**src/rtl/spi_rf_pkg.sv**
```systemverilog
package spi_rf_pkg;
  localparam int BYTE_W  = 8;
  localparam int ADDR_W  = 5;
  localparam int BIT_W   = $clog2(BYTE_W);
  localparam int NCFG    = 8;
  localparam int CFG_W   = NCFG * BYTE_W;
  localparam int ID_W    = 64;
  localparam int CNT_W   = 3;

  localparam logic [ADDR_W-1:0] A_TEMP     = 5'h08;
  localparam logic [ADDR_W-1:0] A_ERR      = 5'h09;
  localparam logic [ADDR_W-1:0] A_ID_FIRST = 5'h17;
  localparam logic [ADDR_W-1:0] A_ID_LAST  = 5'h1E;
  localparam logic [ADDR_W-1:0] A_REV      = 5'h1F;
  localparam int MODE_POS = 1 * BYTE_W + 3;

  typedef struct packed {
    logic              rd;
    logic [1:0]        cnt;
    logic [ADDR_W-1:0] addr;
  } instr_t;

  function automatic logic [CNT_W-1:0] xfer_len(input logic [1:0] code);
    return {1'b0, code} + 3'd1;
  endfunction

  function automatic logic [CFG_W-1:0] cfg_reset();
    logic [CFG_W-1:0] v;
    v = '0;
    v[5*BYTE_W +: BYTE_W] = 8'h20;
    v[6*BYTE_W +: BYTE_W] = 8'h04;
    return v;
  endfunction

  function automatic logic [CFG_W-1:0] vote3(input logic [CFG_W-1:0] a,
                                             input logic [CFG_W-1:0] b,
                                             input logic [CFG_W-1:0] c);
    return (a & b) | (a & c) | (b & c);
  endfunction

  function automatic logic [BYTE_W-1:0] id_byte(input logic [ID_W-1:0] id,
                                                input logic [ADDR_W-1:0] a);
    logic [2:0] k;
    k = 3'(a - A_ID_FIRST);
    return id[{k, 3'b000} +: BYTE_W];
  endfunction
endpackage

```
**src/rtl/spi_rf_frame.sv**
```systemverilog
module spi_rf_frame
  import spi_rf_pkg::*;
(
  input  logic              sclk,
  input  logic              frame_clr,
  input  logic              sdi,
  output logic              wr_stb,
  output logic [BYTE_W-1:0] wr_data,
  output logic [ADDR_W-1:0] cur_addr,
  output logic              rd_frame,
  output logic              in_data,
  output logic              in_tail,
  output logic              bit_zero
);
  logic [BIT_W-1:0]  bit_q;
  logic [CNT_W-1:0]  byte_q;
  logic [BYTE_W-2:0] sh_q;
  instr_t            ins_q;
  logic [ADDR_W-1:0] addr_q;
  logic [BYTE_W-1:0] byte_in;
  logic              byte_end;
  logic [CNT_W-1:0]  len;

  assign byte_in  = {sh_q, sdi};
  assign byte_end = (bit_q == BIT_W'(BYTE_W - 1));
  assign len      = xfer_len(ins_q.cnt);
  assign in_data  = (byte_q != '0) && (byte_q <= len);
  assign in_tail  = (byte_q > len);
  assign rd_frame = ins_q.rd;
  assign bit_zero = (bit_q == '0);
  assign cur_addr = addr_q;
  assign wr_data  = byte_in;
  assign wr_stb   = byte_end && in_data && !ins_q.rd;

  always_ff @(posedge sclk or posedge frame_clr) begin
    if (frame_clr) begin
      bit_q  <= '0;
      byte_q <= '0;
      sh_q   <= '0;
      ins_q  <= '0;
      addr_q <= '0;
    end else begin
      bit_q <= bit_q + 1'b1;
      sh_q  <= byte_in[BYTE_W-2:0];
      if (byte_end) begin
        if (byte_q == '0) begin
          ins_q  <= instr_t'(byte_in);
          addr_q <= byte_in[ADDR_W-1:0];
        end else begin
          addr_q <= addr_q - 1'b1;
        end
        if (byte_q != '1) byte_q <= byte_q + 1'b1;
      end
    end
  end
endmodule

```
**src/rtl/spi_rf_bank.sv**
```systemverilog
module spi_rf_bank
  import spi_rf_pkg::*;
#(
  parameter int               N_BYTES = NCFG,
  parameter logic [N_BYTES*BYTE_W-1:0] RST_VAL = '0
) (
  input  logic                          clk,
  input  logic                          rst_n,
  input  logic                          we,
  input  logic [$clog2(N_BYTES)-1:0]    idx,
  input  logic [BYTE_W-1:0]             wbyte,
  output logic [N_BYTES*BYTE_W-1:0]     mem_q
);
  always_ff @(posedge clk or negedge rst_n) begin
    if (!rst_n)  mem_q <= RST_VAL;
    else if (we) mem_q[idx*BYTE_W +: BYTE_W] <= wbyte;
  end
endmodule

```
**src/rtl/spi_rf_cfg_tmr.sv**
```systemverilog
module spi_rf_cfg_tmr
  import spi_rf_pkg::*;
(
  input  logic              clk,
  input  logic              rst_n,
  input  logic              wr_stb,
  input  logic [ADDR_W-1:0] wr_addr,
  input  logic [BYTE_W-1:0] wr_data,
  output logic [CFG_W-1:0]  voted,
  output logic              mismatch
);
  localparam int NCOPY = 3;
  localparam int IDX_W = $clog2(NCFG);

  logic                        cfg_we;
  logic [IDX_W-1:0]            widx;
  logic [NCOPY-1:0][CFG_W-1:0] copy_q;

  assign cfg_we = wr_stb && (wr_addr < ADDR_W'(NCFG));
  assign widx   = wr_addr[IDX_W-1:0];

  for (genvar g = 0; g < NCOPY; g++) begin : g_copy
    spi_rf_bank #(.N_BYTES(NCFG), .RST_VAL(cfg_reset())) u_bank (
      .clk   (clk),
      .rst_n (rst_n),
      .we    (cfg_we),
      .idx   (widx),
      .wbyte (wr_data),
      .mem_q (copy_q[g])
    );
  end

  assign voted    = vote3(copy_q[0], copy_q[1], copy_q[2]);
  assign mismatch = |((copy_q[0] ^ copy_q[1]) | (copy_q[0] ^ copy_q[2]));
endmodule

```
**src/rtl/spi_rf_tx.sv**
```systemverilog
module spi_rf_tx
  import spi_rf_pkg::*;
(
  input  logic              sclk,
  input  logic              frame_clr,
  input  logic              rd_frame,
  input  logic              in_data,
  input  logic              in_tail,
  input  logic              bit_zero,
  input  logic [BYTE_W-1:0] rd_byte,
  output logic              tx_bit,
  output logic              drive_q,
  output logic              tail_q
);
  logic [BYTE_W-1:0] sh_q;

  always_ff @(negedge sclk or posedge frame_clr) begin
    if (frame_clr) begin
      sh_q    <= '0;
      drive_q <= 1'b0;
      tail_q  <= 1'b0;
    end else if (rd_frame && in_data) begin
      if (bit_zero) begin
        sh_q    <= rd_byte;
        drive_q <= 1'b1;
      end else begin
        sh_q <= {sh_q[BYTE_W-2:0], 1'b0};
      end
    end else if (rd_frame && in_tail) begin
      sh_q    <= '0;
      drive_q <= 1'b1;
      tail_q  <= 1'b1;
    end
  end

  assign tx_bit = sh_q[BYTE_W-1];
endmodule

```
**src/rtl/spi_regfile_slave.sv**
```systemverilog
module spi_regfile_slave
  import spi_rf_pkg::*;
#(
  parameter logic [ID_W-1:0]   DIE_ID  = 64'hC3A5_1E2F_7B90_4D68,
  parameter logic [BYTE_W-1:0] DIE_REV = 8'h5A
) (
  input  logic              sclk,
  input  logic              rst_n,
  input  logic              csn,
  input  logic              sdio_in,
  output logic              sdio_out,
  output logic              sdio_oe,
  output logic              sdo_out,
  output logic              sdo_oe,
  input  logic [BYTE_W-1:0] temp_code,
  output logic [CFG_W-1:0]  cfg_out
);
  localparam int IDX_W = $clog2(NCFG);

  logic              frame_clr;
  logic              wr_stb;
  logic [BYTE_W-1:0] wr_data;
  logic [ADDR_W-1:0] wr_addr;
  logic              rd_frame, in_data, in_tail, bit_zero;
  logic              mem_err;
  logic              four_wire;
  logic [BYTE_W-1:0] rd_byte;
  logic              tx_bit, drive_q, tail_q;

  assign frame_clr = csn | ~rst_n;

  spi_rf_frame u_frame (
    .sclk      (sclk),
    .frame_clr (frame_clr),
    .sdi       (sdio_in),
    .wr_stb    (wr_stb),
    .wr_data   (wr_data),
    .cur_addr  (wr_addr),
    .rd_frame  (rd_frame),
    .in_data   (in_data),
    .in_tail   (in_tail),
    .bit_zero  (bit_zero)
  );

  spi_rf_cfg_tmr u_cfg (
    .clk      (sclk),
    .rst_n    (rst_n),
    .wr_stb   (wr_stb),
    .wr_addr  (wr_addr),
    .wr_data  (wr_data),
    .voted    (cfg_out),
    .mismatch (mem_err)
  );

  always_comb begin
    rd_byte = '0;
    if (wr_addr < ADDR_W'(NCFG))
      rd_byte = cfg_out[wr_addr[IDX_W-1:0]*BYTE_W +: BYTE_W];
    else if (wr_addr == A_TEMP)
      rd_byte = temp_code;
    else if (wr_addr == A_ERR)
      rd_byte = {{(BYTE_W-1){1'b0}}, mem_err};
    else if (wr_addr >= A_ID_FIRST && wr_addr <= A_ID_LAST)
      rd_byte = id_byte(DIE_ID, wr_addr);
    else if (wr_addr == A_REV)
      rd_byte = DIE_REV;
  end

  spi_rf_tx u_tx (
    .sclk      (sclk),
    .frame_clr (frame_clr),
    .rd_frame  (rd_frame),
    .in_data   (in_data),
    .in_tail   (in_tail),
    .bit_zero  (bit_zero),
    .rd_byte   (rd_byte),
    .tx_bit    (tx_bit),
    .drive_q   (drive_q),
    .tail_q    (tail_q)
  );

  assign four_wire = cfg_out[MODE_POS];
  assign sdo_oe    = drive_q & four_wire;
  assign sdo_out   = drive_q & four_wire & tx_bit;
  assign sdio_oe   = drive_q & ~four_wire & ~tail_q;
  assign sdio_out  = tx_bit;
endmodule

```
**config.mk**
```make
export PLATFORM = sky130hd
export DESIGN_NAME = spi_regfile_slave
export DESIGN_NICKNAME = d
export VERILOG_FILES = /design/src/rtl/spi_rf_pkg.sv /design/src/rtl/spi_rf_frame.sv /design/src/rtl/spi_rf_bank.sv /design/src/rtl/spi_rf_cfg_tmr.sv /design/src/rtl/spi_rf_tx.sv /design/src/rtl/spi_regfile_slave.sv
export SDC_FILE = /design/constraint.sdc
export NUM_CORES = 1
export LEC_CHECK = 0
export BUFFER_PORTS_ARGS = -buffer_cell sky130_fd_sc_hd__buf_2
export CORE_MARGIN = 2
export CORE_UTILIZATION = 54
export DETAILED_ROUTE_END_ITERATION = 8
export PLACE_DENSITY = 0.72
export SYNTH_ARGS = -nofsm -noshare
export SYNTH_HDL_FRONTEND = slang
export SYNTH_HIERARCHICAL = 1
export SYNTH_SLANG_ARGS = --single-unit
```
**constraint.sdc**
```tcl
create_clock -name sclk -period 7.9 [get_ports sclk]
set_clock_uncertainty 0.15 [all_clocks]
set_input_delay 0.395 -clock sclk [delete_from_list [all_inputs] [get_ports sclk]]
set_output_delay 0.395 -clock sclk [all_outputs]
set_load 0.03 [all_outputs]
```
Word level (Yosys, flattened, before mapping)
Index checks and enable logic that the tools add are counted.
{"block": "word_totals", "register_bits": 223, "input_bits": 12, "output_inout_bits": 68, "elab_cells": 82}
{"block": "op_classes", "n_addsub": 6, "magnitude_cmp": 5, "n_eq_ne": 6, "n_shift": 4, "mux": 15, "bitwise_logic": 17, "reduce_logical": 17}
{"op": "$and A64 B64 Y64", "count": 3}
{"op": "$bwmux W64", "count": 3}
{"op": "$or A64 B64 Y64", "count": 3}
{"op": "$xor A64 B64 Y64", "count": 2}
{"op": "$reduce_or A64 Y1", "count": 1}
{"op": "$shift A8 B34 Y64 const A", "count": 1}
{"op": "$shiftx A64 B7 Y8", "count": 1}
{"op": "$shiftx A64 B7 Y8 const A", "count": 1}
{"op": "$shiftx A8 B34 Y64", "count": 1}
{"op": "$mux W8", "count": 7}
{"op": "$neg A6 Y34", "count": 1}
{"op": "$eq A5 B4 Y1 const B", "count": 2}
{"op": "$reduce_and A2 Y1", "count": 4}
{"op": "$logic_and A1 B1 Y1", "count": 7}
{"op": "$mux W7", "count": 1}
{"op": "$add A3 B1 Y3 const B", "count": 2}
{"op": "$logic_not A3 Y1", "count": 2}
{"op": "$eq A5 B5 Y1 const B", "count": 1}
{"op": "$ge A5 B5 Y1 const B", "count": 1}
{"op": "$le A5 B5 Y1 const B", "count": 1}
{"op": "$lt A5 B4 Y1 const B", "count": 1}
{"op": "$mux W5", "count": 1}
{"op": "$sub A5 B1 Y5 const B", "count": 1}
{"op": "$and A1 B1 Y1", "count": 4}
{"op": "other kinds (13)", "count": 18}

Depth between registers and ports, before layout
Gate-level depths: netlist of the first run.
{"block": "logic_depth", "word_depth": 8, "mapped_depth": 12, "mapped_depth_nobuf": 11}

Cells and area by module
The synthesis of the first run kept the hierarchy.
{"module": "spi_rf_bank (u_cfg.g_copy[2].u_bank)", "n_inst": 1, "cells_per_inst": 216, "area_per_inst_um2": 2889.0, "seq_area_each_um2": 1604.0}
{"module": "spi_rf_bank (u_cfg.g_copy[0].u_bank)", "n_inst": 1, "cells_per_inst": 207, "area_per_inst_um2": 2851.5, "seq_area_each_um2": 1604.0}
{"module": "spi_rf_bank (u_cfg.g_copy[1].u_bank)", "n_inst": 1, "cells_per_inst": 230, "area_per_inst_um2": 2810.2, "seq_area_each_um2": 1604.0}
{"module": "spi_rf_cfg_tmr", "n_inst": 1, "cells_per_inst": 236, "area_per_inst_um2": 2442.3, "seq_area_each_um2": 0.0}
{"module": "spi_regfile_slave", "n_inst": 1, "cells_per_inst": 120, "area_per_inst_um2": 1032.2, "seq_area_each_um2": 0.0}
{"module": "spi_rf_frame", "n_inst": 1, "cells_per_inst": 87, "area_per_inst_um2": 1029.7, "seq_area_each_um2": 525.5}
{"module": "spi_rf_tx", "n_inst": 1, "cells_per_inst": 34, "area_per_inst_um2": 455.4, "seq_area_each_um2": 250.2}

==> impl_metrics.ini, run 1 <==
[sta]
fin_ws_ns = 0.511
slew_headroom_pct = 19.3
rsz0062_at_grt = false
finalMaxSlewViolations = 0
hold_viol_final = 0
hold_ws_ns = 0.0208
setup-violations-final = 0
tns_ns = 0
tightest_slew_ns = 1.21

[worst_setup_path]
rr_startpoint = u_cfg/g_copy[0].u_bank/mem_q[32]
crit_fanout = 3
cp_common_cell = nor4_1
r2r_cells = 11
cp-start-kind = register
crit_type = reg -> reg
r2r-end = u_tx/sh_q[0]
critPathTopFamily = simple AND/OR/NAND/NOR gates
r2r_setup_slack_ns = 0.51
crit_path_cell_trace = ha_1, nor4_1, nand4_1, nor4_1, nand2_1, a21oi_1, nor4b_1, nor4_1, o22ai_1, nand2_1, o2bb2ai_1
critPathMaxStageDelay_ns = 0.66
crit_buf_inv = 0
crit_slowest_cell = nor4_1
cp.arrival_ns = 3.66
setup.worst_path.end_class = register
crit_required_ns = 4.17

[drt]
drc_errors = 0
totalWireLength_um = 37100
drt_iter0_drc = 808
vias_per_cell = 6.23
wire_per_inst_um = 23.9
num_vias = 9665
drt-pass1-iter-count = 6
drtAntennaViolNets = 0

[placed_design]
pre_cts_ws_ns = 0.633
place_hpwl_um = 26500
io_buffers = 79
gp_congestion = 0.882

[cells_and_area]
drive_gt1_share_pct = 27.1
final_core_util_pct = 61.4
syn_to_final_growth_pct = 11.2
n_antenna_cell = 0
fill_cells = 2018
fin_nets = 1373

[pwr]
ir_drop_v = 0.000174
p_leak_nw = 8.23
p_per_area_nw_per_um2 = 190

[global_routing]
grt_pass1_vias = 9844
gr-total-overflow = 0
grt_max_degree = 82
grtUsageTotal_pct = 28.7
grt_pass1_wl_um = 57400
antenna_found_initial = 1

[floorplan]
die_area_um2 = 26300
ios = 80
rows = 57
start_util_pct = 55.2
dieHeight_um = 162
die_w_um = 162
core_area_um2 = 24500

[synthesis]
ys_ff_latch = 223
netlist-cell-type-count = 78
synthTopCellsByArea = dfrtp_1, ha_1, mux2_2, a211o_1, mux2i_1
synth-edff-count = 0
syn_area_um2 = 13500
synth_async_sr_flop_share_pct = 100
ys_seq_area_share_pct = 41.4
synth_nets = 1295
synthCells = 1130
synth_top_cell_area_share_pct = 38.3
yosysTopAreaCell = dfrtp_1
synth_flop_cell = dfrtp_1
avgSynthCellArea_um2 = 12.0
ys_warn_count = 6

[min_path]
hold_path.class = in -> async

[cts]
htree_levels = 1
cts_tree = done
root_buffer = clkbuf_16
cts-hold-fix-buffers = 1
tritoncts.num_buffers = 25
postCtsSetupRepairBufs = 0
path_clk_slew_ns = 0.06
clk_path_buf_depth = 3
cts_resized = 0
cts_sinks = 223
clk_latency_ns = 0.54

[job]
drv_cap = 0

[outcome]
outcome = completed
registers in the layout, summed over array words and instances, names as in the netlist:
| name | flops |
|---|---|
| u_cfg/g_copy.u_bank/mem_q | 192 |
| u_frame/cur_addr | 5 |
| u_tx/sh_q | 8 |
| u_frame/rd_frame | 1 |
| u_tx/tail_q | 1 |
| u_frame/sh_q | 7 |
| u_frame/ins_q | 2 |
| u_frame/bit_q | 3 |
| u_tx/drive_q | 1 |
| u_frame/byte_q | 3 |
per-stage QoR:
| stage | instances | total power (W) | cell area, um^2 |
|---|---|---|---|
| 3_3_place_gp | 1504 | 0.00167 | 14200 |
| 3_5_place_dp | 1504 | 0.00168 | 14200 |
| 4_1_cts | 1551 | 0.00286 | 15000 |
| 2_1_floorplan | 1130 | 0.00154 | 13500 |
| 5_1_grt | 1551 | 0.00296 | 15000 |
| 6_report | 1551 | 0.00285 | 15000 |
kinds of logic (layout without fill, tap and decap cells):
kind of cell / Yosys count / after routing / share of synthesized area, %
and+or+nand+nor: 274 / 274 / 13.0
DFF: 223 / 223 / 41.4
muxes: 204 / 204 / 18.4
AOI/OAI and AO/OA: 172 / 172 / 9.43
adders and majority gates: 153 / 153 / 14.2
buffers and inverters: 102 / 199 / 3.53
xor gates and xnor gates: 2 / 2 / 0.130
per-layer routing:
metal | global-route usage (%) | vias up | share of wire, %
met4 | 11.7 | 0 | 4.5
met3 | 5.16 | 95 | 6.4
met5 | 0 | - | 0
met1 | 39.3 | 4872 | 44
li1 | - | 4376 | -
met2 | 45.3 | 322 | 46
synth_stat cells (4+ instances only):
library cell,number
a211o_1,65
nor2b_1,9
nand4_1,8
and2_1,31
clkbuf_1,11
a32oi_1,4
nand2_1,82
a2bb2oi_1,4
o31ai_1,11
o211ai_1,5
mux2_2,116
buf_2,12
dfrtn_1,10
inv_1,60
mux2i_1,50
ha_1,153
dfrtp_1,207
nand2b_1,13
buf_4,7
nor3b_1,11
dfstp_2,6
o2bb2ai_1,8
buf_6,7
nand3b_1,7
nor2_1,21
mux2_4,19
nor4_1,35
o21ai_0,40
and3_1,7
mux4_2,15
a21oi_1,16
worst max-delay path by stage:
stage | to | depth (start not counted) | startpoint
3_3_place_gp | u_tx/sh_q[0] | 11 | u_cfg/g_copy[0].u_bank/mem_q[32]
2_1_floorplan | u_tx/sh_q[4] | 8 | u_frame/cur_addr[0]
3_5_place_dp | u_tx/sh_q[0] | 11 | u_cfg/g_copy[0].u_bank/mem_q[32]
5_1_grt | u_tx/sh_q[0] | 11 | u_cfg/g_copy[0].u_bank/mem_q[32]
6_report | u_tx/sh_q[0] | 11 | u_cfg/g_copy[0].u_bank/mem_q[32]
4_1_cts | u_tx/sh_q[0] | 11 | u_cfg/g_copy[0].u_bank/mem_q[32]
worst register-to-register path: stages, from the launching register on:
cell and delay [ns]:
dfrtp_1 0.41, ha_1 0.31, nor4_1 0.66, nand4_1 0.30, nor4_1 0.51, nand2_1 0.14, a21oi_1 0.18, nor4b_1 0.08
nor4_1 0.23, o22ai_1 0.14, nand2_1 0.08, o2bb2ai_1 0.07
where the power goes:
group	switching [W]	internal, W	leakage, nW
Sequential	0.0000584	0.00116	3.00
Clock	0.000488	0.000695	0.405
Combinational	0.000285	0.000166	4.82
Total	0.000831	0.00202	8.23
layout by cell type (no fill, tap or decap), drive strengths merged, types with 7 or more instances in the layout:
cell type	count
nand2b	16
o2bb2ai	8
mux4	16
and2	32
mux2	138
nor3	8
nor3b	11
nor2b	10
nor2	21
nand4	8
o21ai	41
clkbuf	35
inv	63
nand3b	9
mux2i	50
nor4	41
buf	89
o31ai	11
a21oi	16
dfrtp	207
dfrtn	10
and3	7
ha	153
nand2	85
a211o	65
cell type report:
type	instances	area [um^2]	share of cell area, %
Clock buffer	34	709	4.72
Clock inverter	12	121	0.808
Inverter	62	233	1.55
Multi-Input combinational cell	805	7470	49.7
Sequential cell	223	5590	37.2
Tap cell	324	405	2.70
Timing Repair Buffer	91	497	3.31
(Power assumes the default switching activity.)
==> run 2: changes to the inputs <==
- REMOVE_ABC_BUFFERS: default -> 1
==> impl_metrics.ini, run 2 (synthesis gave the netlist of run 1 again) <==
[outcome]
outcome = completed

[global_routing]
grt_pass1_vias = 9961
busiest_layer = met2
grt_pass1_wl_um = 57200
use_met3_pct = 5.82
grtUsageTotal_pct = 28.5
antenna_found_initial = 0
grt_max_degree = 80
use_met1_pct = 38.9
use_met2_pct = 44.0
gr-total-overflow = 0

[floorplan]
ios = 80
rows = 57
die_w_um = 162
core_area_um2 = 24500
dieHeight_um = 162
start_util_pct = 55.2
die_area_um2 = 26300

[pwr]
p_per_area_nw_per_um2 = 189
ir_drop_v = 0.000127
p_leak_nw = 8.22
total_power_w = 0.00284

[placed_design]
gp_congestion = 0.864
place_hpwl_um = 26400
pre_cts_ws_ns = 0.577
io_buffers = 79

[cells_and_area]
largest_register_ffs = 192
top_regs = u_cfg/g_copy.u_bank/mem_q: 192 flops, u_tx/sh_q: 8 flops, u_frame/sh_q: 7 flops
regArea_um2 = 5590
fin_nets = 1373
n_antenna_cell = 0
multiInputGateArea_um2 = 7460
fill_cells = 1953
syn_to_final_growth_pct = 11.1
mostFrequentLayoutCell = dfrtp_1
mostFrequentLayoutCells = dfrtp_1, ha_1, mux2_2, nand2_1, buf_2
top_register = u_cfg/g_copy.u_bank/mem_q
drive_gt1_share_pct = 26.9

[cts]
cts_sinks = 223
cts_resized = 0
cts-hold-fix-buffers = 1
cts_tree = done
postCtsSetupRepairBufs = 0
tritoncts.num_buffers = 25
root_buffer = clkbuf_16
htree_levels = 1
path_clk_slew_ns = 0.06
clk_latency_ns = 0.54
clk_path_buf_depth = 3

[drt]
drt-pass1-iter-count = 5
num_vias = 9698
drt_iter0_drc = 728
wire_per_inst_um = 23.6
totalWireLength_um = 36600
drtAntennaViolNets = 0
vias_per_cell = 6.26
drc_errors = 0

[worst_setup_path]
crit_required_ns = 4.16
crit_path_end = u_tx/sh_q[0]
setup.worst_path.end_class = register
cp.arrival_ns = 3.60
cp-startpoint = u_cfg/g_copy[0].u_bank/mem_q[32]
cp-start-kind = register
crit_fanout = 3
crit_type = reg -> reg
rr_startpoint = u_cfg/g_copy[0].u_bank/mem_q[32]
r2r-end = u_tx/sh_q[0]
r2r_cells = 11
r2r_setup_slack_ns = 0.56

[sta]
rsz0062_at_grt = false
setup-violations-final = 0
tns_ns = 0
slew_headroom_pct = 20.1
fin_ws_ns = 0.558
finalMaxSlewViolations = 0
hold_viol_final = 0
tightest_slew_ns = 1.20

[job]
drv_cap = 0

[min_path]
hold_path.class = in -> async
## run 2: through the flow
stage	hold WS, ns	util (%)	area [um^2]	cells
2_1_floorplan	-0.0506	-	13300	1090
3_3_place_gp	0.276	57.9	14200	1504
3_5_place_dp	0.276	57.9	14200	1504
4_1_cts	0.0370	61.4	15000	1550
5_1_grt	0.0693	61.4	15000	1550
6_report	0.0113	61.4	15000	1550
## run 2: worst min path at each step
stage                                                 end  slack [ns]  depth (start not counted)        start
after floorplan           u_cfg/g_copy[0].u_bank/mem_q[0]       -0.05                          0        rst_n
after global placement                        u_tx/tail_q        0.28                          1  u_tx/tail_q
after detailed placement                      u_tx/tail_q        0.28                          1  u_tx/tail_q
after CTS                               u_frame/byte_q[0]        0.04                          3          csn
after global routing                      u_frame/sh_q[0]        0.07                          1      sdio_in
final                                 u_frame/cur_addr[0]        0.01                          3          csn
## run 2: per-layer routing
| metal | wire [um] | share of wire, % |
|---|---|---|
| met3 | 2500 | 6.8 |
| met5 | 0 | 0 |
| met1 | 15900 | 43 |
| met2 | 16400 | 45 |
| met4 | 1760 | 4.8 |
## run 2: power breakdown
group | switching, W | total [W] | internal, W
Combinational | 0.000293 | 0.000460 | 0.000167
Sequential | 0.0000530 | 0.00121 | 0.00116
Clock | 0.000480 | 0.00117 | 0.000695
Total | 0.000825 | 0.00284 | 0.00202
## run 2: critical path, stage by stage, from the launching register on
cell and delay, ns:
dfrtp_1 0.40, ha_1 0.31, nor4_1 0.72, nand4_1 0.21, nor4_1 0.46, nand2_1 0.19, a21oi_1 0.19, nor4b_1 0.08
nor4_1 0.22, o22ai_1 0.13, nand2_1 0.08, o2bb2ai_1 0.06
## run 2: area by class of cell
cell class                 count  share of cell area [%]
clock buffer                  35                    4.75
multi-input combinational    805                    49.7
inverter                      62                    1.55
clock inverter                10                   0.750
sequential                   223                    37.3
tap                          324                    2.70
timing repair buffer          91                    3.31
==> run 3: changes to the inputs <==
==> constraint.sdc (replaced) <==
create_clock -name sclk -period 7.9 [get_ports sclk]
set_clock_uncertainty 0.15 [all_clocks]
set_input_delay 1.58 -clock sclk [delete_from_list [all_inputs] [get_ports sclk]]
set_output_delay 1.58 -clock sclk [all_outputs]
set_load 0.03 [all_outputs]
==> impl_metrics.ini, run 3 (synthesis gave the netlist of run 1 again) <==
[cells_and_area]
top_register = u_cfg/g_copy.u_bank/mem_q
fin_nets = 1371
mostFrequentLayoutCell = dfrtp_1
n_antenna_cell = 0
largest_register_ffs = 192
syn_to_final_growth_pct = 11.3
final_core_util_pct = 61.5
drive_gt1_share_pct = 27.2
mostFrequentLayoutCells = dfrtp_1, ha_1, mux2_2, nand2_1, buf_2
top_regs = u_cfg/g_copy.u_bank/mem_q: 192 flops, u_tx/sh_q: 8 flops, u_frame/sh_q: 7 flops

[cts]
tritoncts.num_buffers = 25
htree_levels = 1
cts_resized = 0
clk_latency_ns = 0.53
cts_sinks = 223
cts-hold-fix-buffers = 0
postCtsSetupRepairBufs = 0
path_clk_slew_ns = 0.06
cts_tree = done
root_buffer = clkbuf_16
clk_path_buf_depth = 3

[floorplan]
start_util_pct = 55.2
rows = 57
die_area_um2 = 26300
core_area_um2 = 24500
ios = 80
dieHeight_um = 162
die_w_um = 162

[drt]
vias_per_cell = 6.33
drt-pass1-iter-count = 8
wire_per_inst_um = 23.6
drc_errors = 0
drt_iter0_drc = 800
num_vias = 9802
totalWireLength_um = 36500
drtAntennaViolNets = 0

[sta]
finalMaxSlewViolations = 0
tightest_slew_ns = 1.19
rsz0062_at_grt = false
hold_viol_final = 0
slew_headroom_pct = 20.6
fin_ws_ns = 0.360
setup-violations-final = 0
tns_ns = 0

[outcome]
outcome = completed

[global_routing]
gr-total-overflow = 0
grt_pass1_vias = 9759
grt_max_degree = 60
antenna_found_initial = 0
grt_pass1_wl_um = 56700
grtUsageTotal_pct = 28.1

[worst_setup_path]
crit_buf_inv = 0
crit_slowest_cell = nor4_1
cp_common_cell = nor4_1
crit_required_ns = 4.16
cp-start-kind = register
crit_fanout = 3
crit_type = reg -> reg
setup.worst_path.end_class = register
crit_path_cell_trace = ha_1, nor4_1, nand4_1, nor4_1, nand2_1, a21oi_1, nor4b_1, nor4_1, o22ai_1, nand2_1, o2bb2ai_1
critPathTopFamily = simple AND/OR/NAND/NOR gates
critPathMaxStageDelay_ns = 0.78
cp.arrival_ns = 3.80
r2r_setup_slack_ns = 0.36

[min_path]
hold_path.class = reg -> reg

[pwr]
ir_drop_v = 0.000161
p_per_area_nw_per_um2 = 192
p_leak_nw = 8.24

[placed_design]
gp_congestion = 0.856
io_buffers = 79
place_hpwl_um = 26600
pre_cts_ws_ns = 0.436

[job]
drv_cap = 0
[run 3: cell count changes in the layout (fill, tap and decap cells not counted)]
cell           delta
clkbuf_8          +1
bufinv_16         +1
clkbuf_1          -3
dlygate4sd3_1     -1
clkinv_2          +1
buf_4             -1
clkinv_4          +1
[run 3: layer usage]
| layer | track usage (%) | wire (um) | up-vias |
|---|---|---|---|
| met3 | 3.52 | 2070 | 88 |
| li1 | - | - | 4373 |
| met4 | 10.2 | 1370 | 0 |
| met5 | 0 | 0 | - |
| met1 | 39.4 | 16000 | 5002 |
| met2 | 45.3 | 17100 | 339 |
[run 3: where the power goes]
part,internal [W],switching [W],total (W)
clock,0.000737,0.000482,0.00122
sequential,0.00116,0.0000625,0.00122
combinational,0.000165,0.000283,0.000448
total,0.00206,0.000828,0.00289
[run 3: path summary, 6_finish.rpt]
check / from / to / cells past startpoint
worst max-delay path: u_cfg/g_copy[0].u_bank/mem_q[32] / u_tx/sh_q[0] / 11
worst min-delay path: u_tx/tail_q / u_tx/tail_q / 1
worst max register to register: u_cfg/g_copy[0].u_bank/mem_q[32] / u_tx/sh_q[0] / 11
worst min register to register: u_tx/tail_q / u_tx/tail_q / 1
max in group asynchronous: rst_n / u_tx/sh_q[1] / 3
min in group asynchronous: rst_n / u_cfg/g_copy[1].u_bank/mem_q[35] / 1
[run 3: final cells by class]
cell class	count	area, um^2
tap	324	405
clock inverter	13	156
fill	1942	9420
clock buffer	33	716
inverter	62	233
timing repair buffer	89	479
sequential	223	5590
multi-input combinational	805	7460
[run 3: stage by stage]
step | cells | power, W | cell area (um^2) | hold slack [ns]
floorplan | 1090 | 0.00152 | 13300 | 0.255
global placement | 1503 | 0.00167 | 14200 | 0.276
detailed placement | 1503 | 0.00168 | 14200 | 0.276
CTS | 1549 | 0.00290 | 15000 | 0.280
global route | 1549 | 0.00299 | 15000 | 0.293
finish | 1549 | 0.00289 | 15000 | 0.274
